### config.mk
export PLATFORM = sky130hd
export DESIGN_NAME = pm_lowspeed_ctrl
export DESIGN_NICKNAME = d
export VERILOG_FILES = /design/src/rtl/pm_lowspeed_pkg.sv /design/src/rtl/pm_pin_sync.sv /design/src/rtl/pm_rst_qual.sv /design/src/rtl/pm_mgmt_regs.sv /design/src/rtl/pm_pwr_arb.sv /design/src/rtl/pm_lowspeed_ctrl.sv
export SDC_FILE = /design/constraint.sdc
export NUM_CORES = 1
export LEC_CHECK = 0
export ABC_AREA = 0
export BUFFER_PORTS_ARGS = -buffer_cell sky130_fd_sc_hd__buf_2
export CAP_MARGIN = 20
export CELL_PAD_IN_SITES_DETAIL_PLACEMENT = 0
export CELL_PAD_IN_SITES_GLOBAL_PLACEMENT = 2
export CORE_MARGIN = 4
export CORE_UTILIZATION = 26
export DETAILED_ROUTE_END_ITERATION = 7
export GPL_TIMING_DRIVEN = 0
export PLACE_DENSITY = 0.7
export SYNTH_ARGS = -nofsm -noshare
export SYNTH_HDL_FRONTEND = slang
export SYNTH_SLANG_ARGS = --single-unit
### constraint.sdc
create_clock -name clk -period 1.6 [get_ports clk]
set_clock_uncertainty 0.2 [all_clocks]
set_input_delay 0.16 -clock clk [delete_from_list [all_inputs] [get_ports clk]]
set_output_delay 0.16 -clock clk [all_outputs]
set_load 0.01 [all_outputs]
### src/rtl/pm_lowspeed_pkg.sv
package pm_lowspeed_pkg;
  typedef enum logic [1:0] {
    RQ_IDLE  = 2'd0,
    RQ_ARMED = 2'd1,
    RQ_INIT  = 2'd2
  } rq_state_t;

  typedef struct packed {
    logic [1:0] cls;
    logic       pset;
    logic       povr;
  } pwr_ctrl_t;

  localparam int CTRL_W = 4;
endpackage

### src/rtl/pm_pin_sync.sv
module pm_pin_sync #(
  parameter int          W      = 3,
  parameter int          STAGES = 2,
  parameter logic [W-1:0] IDLE  = '1
) (
  input  logic         clk,
  input  logic         rst,
  input  logic [W-1:0] d_i,
  output logic [W-1:0] q_o
);
  generate
    for (genvar b = 0; b < W; b++) begin : g_bit
      logic [STAGES-1:0] chain;
      always_ff @(posedge clk) begin
        if (rst) chain <= {STAGES{IDLE[b]}};
        else     chain <= {chain[STAGES-2:0], d_i[b]};
      end
      assign q_o[b] = chain[STAGES-1];
    end
  endgenerate
endmodule

### src/rtl/pm_rst_qual.sv
module pm_rst_qual
  import pm_lowspeed_pkg::*;
#(
  parameter int RST_MIN = 4,
  parameter int T_INIT  = 20
) (
  input  logic clk,
  input  logic rst,
  input  logic pin_s,
  output logic busy_o,
  output logic clr_o,
  output logic done_o
);
  localparam int CW = $clog2(RST_MIN + 2);
  localparam int TW = $clog2(T_INIT + 1);

  rq_state_t       state;
  logic [CW-1:0]   lowcnt;
  logic [TW-1:0]   tmr;

  assign clr_o  = (state == RQ_IDLE) && !pin_s && (lowcnt == CW'(RST_MIN));
  assign done_o = (state == RQ_INIT) && (tmr == TW'(T_INIT - 1));
  assign busy_o = (state != RQ_IDLE);

  always_ff @(posedge clk) begin
    if (rst) begin
      state  <= RQ_INIT;
      lowcnt <= '0;
      tmr    <= '0;
    end else begin
      case (state)
        RQ_IDLE: begin
          if (pin_s) lowcnt <= '0;
          else if (clr_o) begin
            state  <= RQ_ARMED;
            lowcnt <= '0;
          end else lowcnt <= lowcnt + 1'b1;
        end
        RQ_ARMED: begin
          if (pin_s) begin
            state <= RQ_INIT;
            tmr   <= '0;
          end
        end
        RQ_INIT: begin
          if (done_o) state <= RQ_IDLE;
          else        tmr   <= tmr + 1'b1;
        end
        default: state <= RQ_IDLE;
      endcase
    end
  end

  p_timer_bound_r4: assert property (@(posedge clk) disable iff (rst)
    (state == RQ_INIT) |-> (tmr < TW'(T_INIT)));
  p_arm_needs_low_r2: assert property (@(posedge clk) disable iff (rst)
    $rose(busy_o) |-> $past(!pin_s));
  p_init_on_release_r4: assert property (@(posedge clk) disable iff (rst)
    (state == RQ_ARMED && pin_s) |=> (state == RQ_INIT));
  p_powerup_busy_r5: assert property (@(posedge clk) disable iff (rst)
    $past(rst) |-> busy_o);
endmodule

### src/rtl/pm_mgmt_regs.sv
module pm_mgmt_regs
  import pm_lowspeed_pkg::*;
#(
  parameter int          AW          = 8,
  parameter int          DW          = 8,
  parameter logic [AW-1:0] ADDR_STATUS = 8'd2,
  parameter logic [AW-1:0] ADDR_FLAG   = 8'd3,
  parameter logic [AW-1:0] ADDR_CTRL   = 8'd93
) (
  input  logic          clk,
  input  logic          rst,
  input  logic          en,
  input  logic          wr,
  input  logic          rd,
  input  logic [AW-1:0] addr,
  input  logic [DW-1:0] wdata,
  input  logic          busy,
  input  logic          clr,
  input  logic          done,
  output pwr_ctrl_t     ctrl_o,
  output logic          flag_o,
  output logic [DW-1:0] rdata_o
);
  logic acc_wr, acc_rd;
  assign acc_wr = en && wr;
  assign acc_rd = en && rd;

  always_ff @(posedge clk) begin
    if (rst || clr) ctrl_o <= '0;
    else if (acc_wr && addr == ADDR_CTRL) ctrl_o <= pwr_ctrl_t'(wdata[CTRL_W-1:0]);
  end

  always_ff @(posedge clk) begin
    if (rst || clr)                         flag_o <= 1'b0;
    else if (done)                          flag_o <= 1'b1;
    else if (acc_rd && addr == ADDR_FLAG)   flag_o <= 1'b0;
  end

  always_ff @(posedge clk) begin
    if (rst) rdata_o <= '0;
    else if (acc_rd) begin
      case (addr)
        ADDR_STATUS: rdata_o <= DW'(busy);
        ADDR_FLAG:   rdata_o <= DW'(flag_o);
        ADDR_CTRL:   rdata_o <= DW'(ctrl_o);
        default:     rdata_o <= '0;
      endcase
    end else rdata_o <= '0;
  end

  p_flag_hold_r1: assert property (@(posedge clk) disable iff (rst)
    (!en && !done && !clr) |=> $stable(flag_o));
  p_desel_rdata_r1: assert property (@(posedge clk) disable iff (rst)
    (rd && !en) |=> (rdata_o == '0));
  p_ctrl_hold_r1: assert property (@(posedge clk) disable iff (rst)
    (!en && !clr) |=> $stable(ctrl_o));
endmodule

### src/rtl/pm_pwr_arb.sv
module pm_pwr_arb
  import pm_lowspeed_pkg::*;
(
  input  logic       clk,
  input  logic       rst,
  input  logic       lpm_s,
  input  pwr_ctrl_t  ctrl,
  output logic       low_pwr_o,
  output logic [1:0] cls_o
);
  logic low_nx;
  assign low_nx = ctrl.povr ? ctrl.pset : lpm_s;

  always_ff @(posedge clk) begin
    if (rst) begin
      low_pwr_o <= 1'b1;
      cls_o     <= 2'd0;
    end else begin
      low_pwr_o <= low_nx;
      cls_o     <= low_nx ? 2'd0 : ctrl.cls;
    end
  end

  p_pin_rule_r7: assert property (@(posedge clk) disable iff (rst)
    (!ctrl.povr) |=> (low_pwr_o == $past(lpm_s)));
  p_sw_rule_r7: assert property (@(posedge clk) disable iff (rst)
    (ctrl.povr) |=> (low_pwr_o == $past(ctrl.pset)));
  p_class_zero_r8: assert property (@(posedge clk) disable iff (rst)
    low_pwr_o |-> (cls_o == 2'd0));
endmodule

### src/rtl/pm_lowspeed_ctrl.sv
module pm_lowspeed_ctrl
  import pm_lowspeed_pkg::*;
#(
  parameter int RST_MIN     = 4,
  parameter int T_INIT      = 20,
  parameter int SYNC_STAGES = 2,
  parameter int AW          = 8,
  parameter int DW          = 8,
  parameter int ADDR_STATUS = 2,
  parameter int ADDR_FLAG   = 3,
  parameter int ADDR_CTRL   = 93
) (
  input  logic          clk,
  input  logic          rst,
  input  logic          sel_n_i,
  input  logic          rst_pin_n_i,
  input  logic          lpm_i,
  input  logic          reg_wr_i,
  input  logic          reg_rd_i,
  input  logic [AW-1:0] reg_addr_i,
  input  logic [DW-1:0] reg_wdata_i,
  output logic [DW-1:0] reg_rdata_o,
  output logic          twi_en_o,
  output logic          int_n_o,
  output logic          dnr_o,
  output logic          low_pwr_o,
  output logic [1:0]    pwr_class_o
);
  logic [2:0] pins_s;
  logic       sel_s, rstp_s, lpm_s;
  logic       busy, clr, done, flag;
  pwr_ctrl_t  ctrl;

  pm_pin_sync #(.W(3), .STAGES(SYNC_STAGES), .IDLE(3'b111)) u_sync (
    .clk(clk), .rst(rst),
    .d_i({lpm_i, rst_pin_n_i, sel_n_i}),
    .q_o(pins_s)
  );
  assign sel_s  = pins_s[0];
  assign rstp_s = pins_s[1];
  assign lpm_s  = pins_s[2];

  always_ff @(posedge clk) begin
    if (rst) twi_en_o <= 1'b0;
    else     twi_en_o <= !sel_s;
  end

  pm_rst_qual #(.RST_MIN(RST_MIN), .T_INIT(T_INIT)) u_qual (
    .clk(clk), .rst(rst), .pin_s(rstp_s),
    .busy_o(busy), .clr_o(clr), .done_o(done)
  );

  pm_mgmt_regs #(
    .AW(AW), .DW(DW),
    .ADDR_STATUS(AW'(ADDR_STATUS)), .ADDR_FLAG(AW'(ADDR_FLAG)), .ADDR_CTRL(AW'(ADDR_CTRL))
  ) u_regs (
    .clk(clk), .rst(rst), .en(twi_en_o), .wr(reg_wr_i), .rd(reg_rd_i),
    .addr(reg_addr_i), .wdata(reg_wdata_i),
    .busy(busy), .clr(clr), .done(done),
    .ctrl_o(ctrl), .flag_o(flag), .rdata_o(reg_rdata_o)
  );

  pm_pwr_arb u_pwr (
    .clk(clk), .rst(rst), .lpm_s(lpm_s), .ctrl(ctrl),
    .low_pwr_o(low_pwr_o), .cls_o(pwr_class_o)
  );

  assign dnr_o   = busy;
  assign int_n_o = !flag;

  p_int_on_done_r4: assert property (@(posedge clk) disable iff (rst)
    $fell(dnr_o) |-> !int_n_o);
  p_no_int_busy_r3: assert property (@(posedge clk) disable iff (rst)
    dnr_o |-> int_n_o);
  p_gate_follows_r1: assert property (@(posedge clk) disable iff (rst)
    twi_en_o |-> $past(!sel_s));
endmodule

==> run_results.csv <==
group,metric,value,unit
worst_setup_path,ff2ff_path_depth,4,
floorplanning,die_area,5879,sq um
drt,vias_per_cell,4.710,
worst_setup_path,path_cells,"or2_2, buf_2",
timing,slew_headroom,53.93,%
drt,wl_per_cell,12.44,um
clock_tree,clk_pin_slew_worst_paths,60,ps
drt,totalWireLength,2786,um
clock_tree,cts_buffer_depth,2,
worst_setup_path,path_class,"register to output port",
floorplanning,io_pins,37,
timing,rsz0062_at_grt,"no",
timing,max_freq,651.0,MHz
power,p_int,0.001099,W
drt,ant_nets,0,
global_route,busiest_layer,"met2",
clock_tree,clk_root_buffer_cell,"clkbuf_8",
worst_setup_path,critical_path_depth,2,
floorplanning,design.core.area,4444,sq um
power,ir_drop,0.4610,mV
clock_tree,cts_tree,"done",
floorplanning,dieWidth,76.68,um
cells_and_area,areaGrowthSynthToFinish,32.25,%
global_route,gr-usage-met2,16.20,%
worst_setup_path,critPathBufInv,1,
power,seqPwrFrac,53.0,%
worst_setup_path,crit_arrival,1180,ps
drt,drt_pre_antenna_iters,4,
power,pwr-share-clk,39.3,%
global_route,grt_pass1_vias,1080,
drt,drtIter0Drc,30,
min_path,holdCritPathClass,"primary input to register",
worst_setup_path,crit_family,"flip-flops",
yosys,yosys.area.top_type,"dfxtp_1",
yosys,syn-mean-instance-area,9.580,sq um
yosys,synth_cells,128,
clock_tree,post-cts-setup-buffer-count,0,
clock_tree,cts.sinks,29,
placement,place_area,1443,sq um
yosys,syn_area,1226,sq um
min_path,worstHoldEndpoint,"u_sync.g_bit[2].chain[1]",
placement,io_buffer_count,28,
timing,hold_viol,0,
min_path,hold_start,"rst",
timing,worst_slew_pin_slew,681.4,ps
min_path,hold_depth,2,
cells_and_area,mostFrequentLayoutCells,"28 x buf_2, 26 x dfxtp_1, 13 x a21oi_1",
drt,drc,0,
drt,num_vias,1055,
clock_tree,clkLatencyLatePin,270,ps
worst_setup_path,crit_fanout,9,
yosys,ys_ff_latch,29,
yosys,synthDistinctLibCells,36,
cells_and_area,n_antenna_cell,0,
timing,finalCritPeriodShare,96.00,%
global_route,antenna_found_initial,0,
global_route,grt_first_pass_wirelength,4926,um
worst_setup_path,slowest_stage,"dfxtp_1",
timing,finalCriticalPeriod,1536,ps
floorplanning,num_rows,24,
yosys,synth_area_leaders,"dfxtp_1 47%, a21oi_1 5.7%, or2_2 3.6%",
status,status,"complete, no violations",
power,comb_power_share,7.7,%
worst_setup_path,r2r-start,"u_qual.tmr[0]",
power,powerDensity,874.0,nW/um^2
global_route,track_usage,10.38,%
cells_and_area,fillers,462,
job,cap_violations,0,
global_route,grt.overflow.total,0,
power,switching_power,0.0003187,W
global_route,use_met3,3.747,%
yosys,synth_top_area_share,47.35,%
worst_setup_path,critical_path.max_stage_delay,400,ps
timing,whs,47.49,ps
worst_setup_path,end_kind,"output port",
worst_setup_path,r2r_slack,90,ps
placement,pre_cts_ws,-267.2,ps
timing,slew_violations,0,
worst_setup_path,r2r-end,"u_qual.tmr[2]",
clock_tree,cts_made_buffers,5,
clock_tree,cts_max_level,2,
power,p_leak,0.6235,nW
power,swShare,22.49,%
global_route,use_met1,12.86,%
cells_and_area,fin_nets,197,
cells_and_area,drive_gt1_share,33.72,%
floorplanning,initial_core_util,27.59,%
cells_and_area,final_common_cell,"buf_2",
global_route,grt_max_degree,11,
worst_setup_path,cp.required,1240,ps
cells_and_area,fin_area,1622,sq um
timing,worst_slack,63.94,ps
yosys,synth_seq_area_share,47.35,%
floorplanning,die_y,76.68,um
placement,dp.final_hpwl,2134,um
yosys,yosysWarnings,0,
worst_setup_path,cp-start-kind,"register",
placement,gp_congestion,0.7060,
timing,setup_violations,0,
## power by group through the flow
| stage | clock [W] | sequential [W] | combinational (W) |
|---|---|---|---|
| final | 0.000557 | 0.000751 | 0.000109 |
| after global routing | 0.000614 | 0.000753 | 0.000125 |
| after CTS | 0.000583 | 0.000747 | 0.000107 |
| after detailed placement | 0 | 0.000762 | 0.0000920 |
| after global placement | 0 | 0.000762 | 0.0000896 |
| after floorplan | 0 | 0.000760 | 0.0000500 |
## per-layer routing
layer  vias up  share of wire, %
met1       477                48
met2        28                46
li1        548                 -
met4         0              0.54
met5         -                 0
met3         2               5.7
## state kept, by name, summed over array words and instances, names as in the netlist
register / cells
twi_en_o: 1
u_pwr.cls_o: 2
u_pwr.low_pwr_o: 1
u_qual.lowcnt: 3
u_qual.state: 2
u_qual.tmr: 5
u_regs.ctrl_o: 4
u_regs.flag_o: 1
u_regs.rdata_o: 4
u_sync.g_bit.chain: 6
## timing repair
item / 4_1_cts / 5_1_grt
endpoints found under the hold margin: 7 / 0
setup endpoints to repair: 6 / 5
gates resized for setup: 2 / 6
hold buffers: 7 / 0
## metrics by stage
step	instances	TNS [ps]	total power, W	util, %
3_3_place_gp	211	-990.0	0.0008512	32.46
5_1_grt	224	0	0.001492	36.49
6_report	224	0	0.001417	36.49
2_1_floorplan	131	0	0.0008102	-
4_1_cts	225	0	0.001437	36.15
3_5_place_dp	211	-1114	0.0008543	32.46
## worst max path at each step
stage	start	endpoint	slack (ps)
after floorplan	u_qual.tmr[0]	u_qual.tmr[2]	30
after global placement	u_qual.tmr[0]	u_qual.tmr[1]	-230
after detailed placement	u_qual.tmr[0]	u_qual.tmr[1]	-270
after CTS	u_qual.state[1]	dnr_o	10
after global routing	u_qual.state[0]	dnr_o	10
final	u_qual.state[0]	dnr_o	60
## final cells by class
| type | instances | area [sq um] | area share (%) |
|---|---|---|---|
| clock buffers | 6 | 72.57 | 4.475 |
| plain buffers | 5 | 33.78 | 2.083 |
| repair buffers | 35 | 210.2 | 12.96 |
| multi-input cells | 90 | 626.9 | 38.66 |
| well taps | 52 | 65.06 | 4.012 |
| flip-flops and latches | 29 | 584.3 | 36.03 |
| clock inverters | 2 | 10.01 | 0.6173 |
| inverters | 5 | 18.77 | 1.157 |
## cells by family (layout without fill, tap and decap cells)
kind of cell | after synthesis | count (layout) | share of synthesized area [%]
AND/OR/NAND/NOR | 52 | 52 | 28.78
AO/OA/AOI/OAI | 31 | 31 | 15.51
flip-flops | 29 | 29 | 47.35
adder cells (fa/ha/maj) | 3 | 3 | 3.062
other | 1 | 4 | 0.3058
buffers and inverters | 12 | 53 | 5.000
## cells in the mapped netlist, drive strengths merged
cell / count
a32o: 1
nand2b: 2
nor3: 4
buf: 5
a31o: 1
o211ai: 1
conb: 1
nor2: 4
o21bai: 1
nor4bb: 1
a21oi: 14
o21ai: 5
dfxtp: 29
a211oi: 2
nor4: 2
or2: 7
nand4: 5
ha: 3
inv: 5
and4: 1
o31ai: 5
or4b: 3
nand3b: 4
and2: 6
or4: 1
nor2b: 2
clkbuf: 2
or3: 3
a22oi: 1
nand2: 5
nor4b: 2
## worst reg2reg max path: stages (launching register included)
cell	delay [ps]
dfxtp_2	340
ha_4	170
nor4bb_4	170
or4_1	430
a21oi_2	140
(Power assumes the default switching activity.)
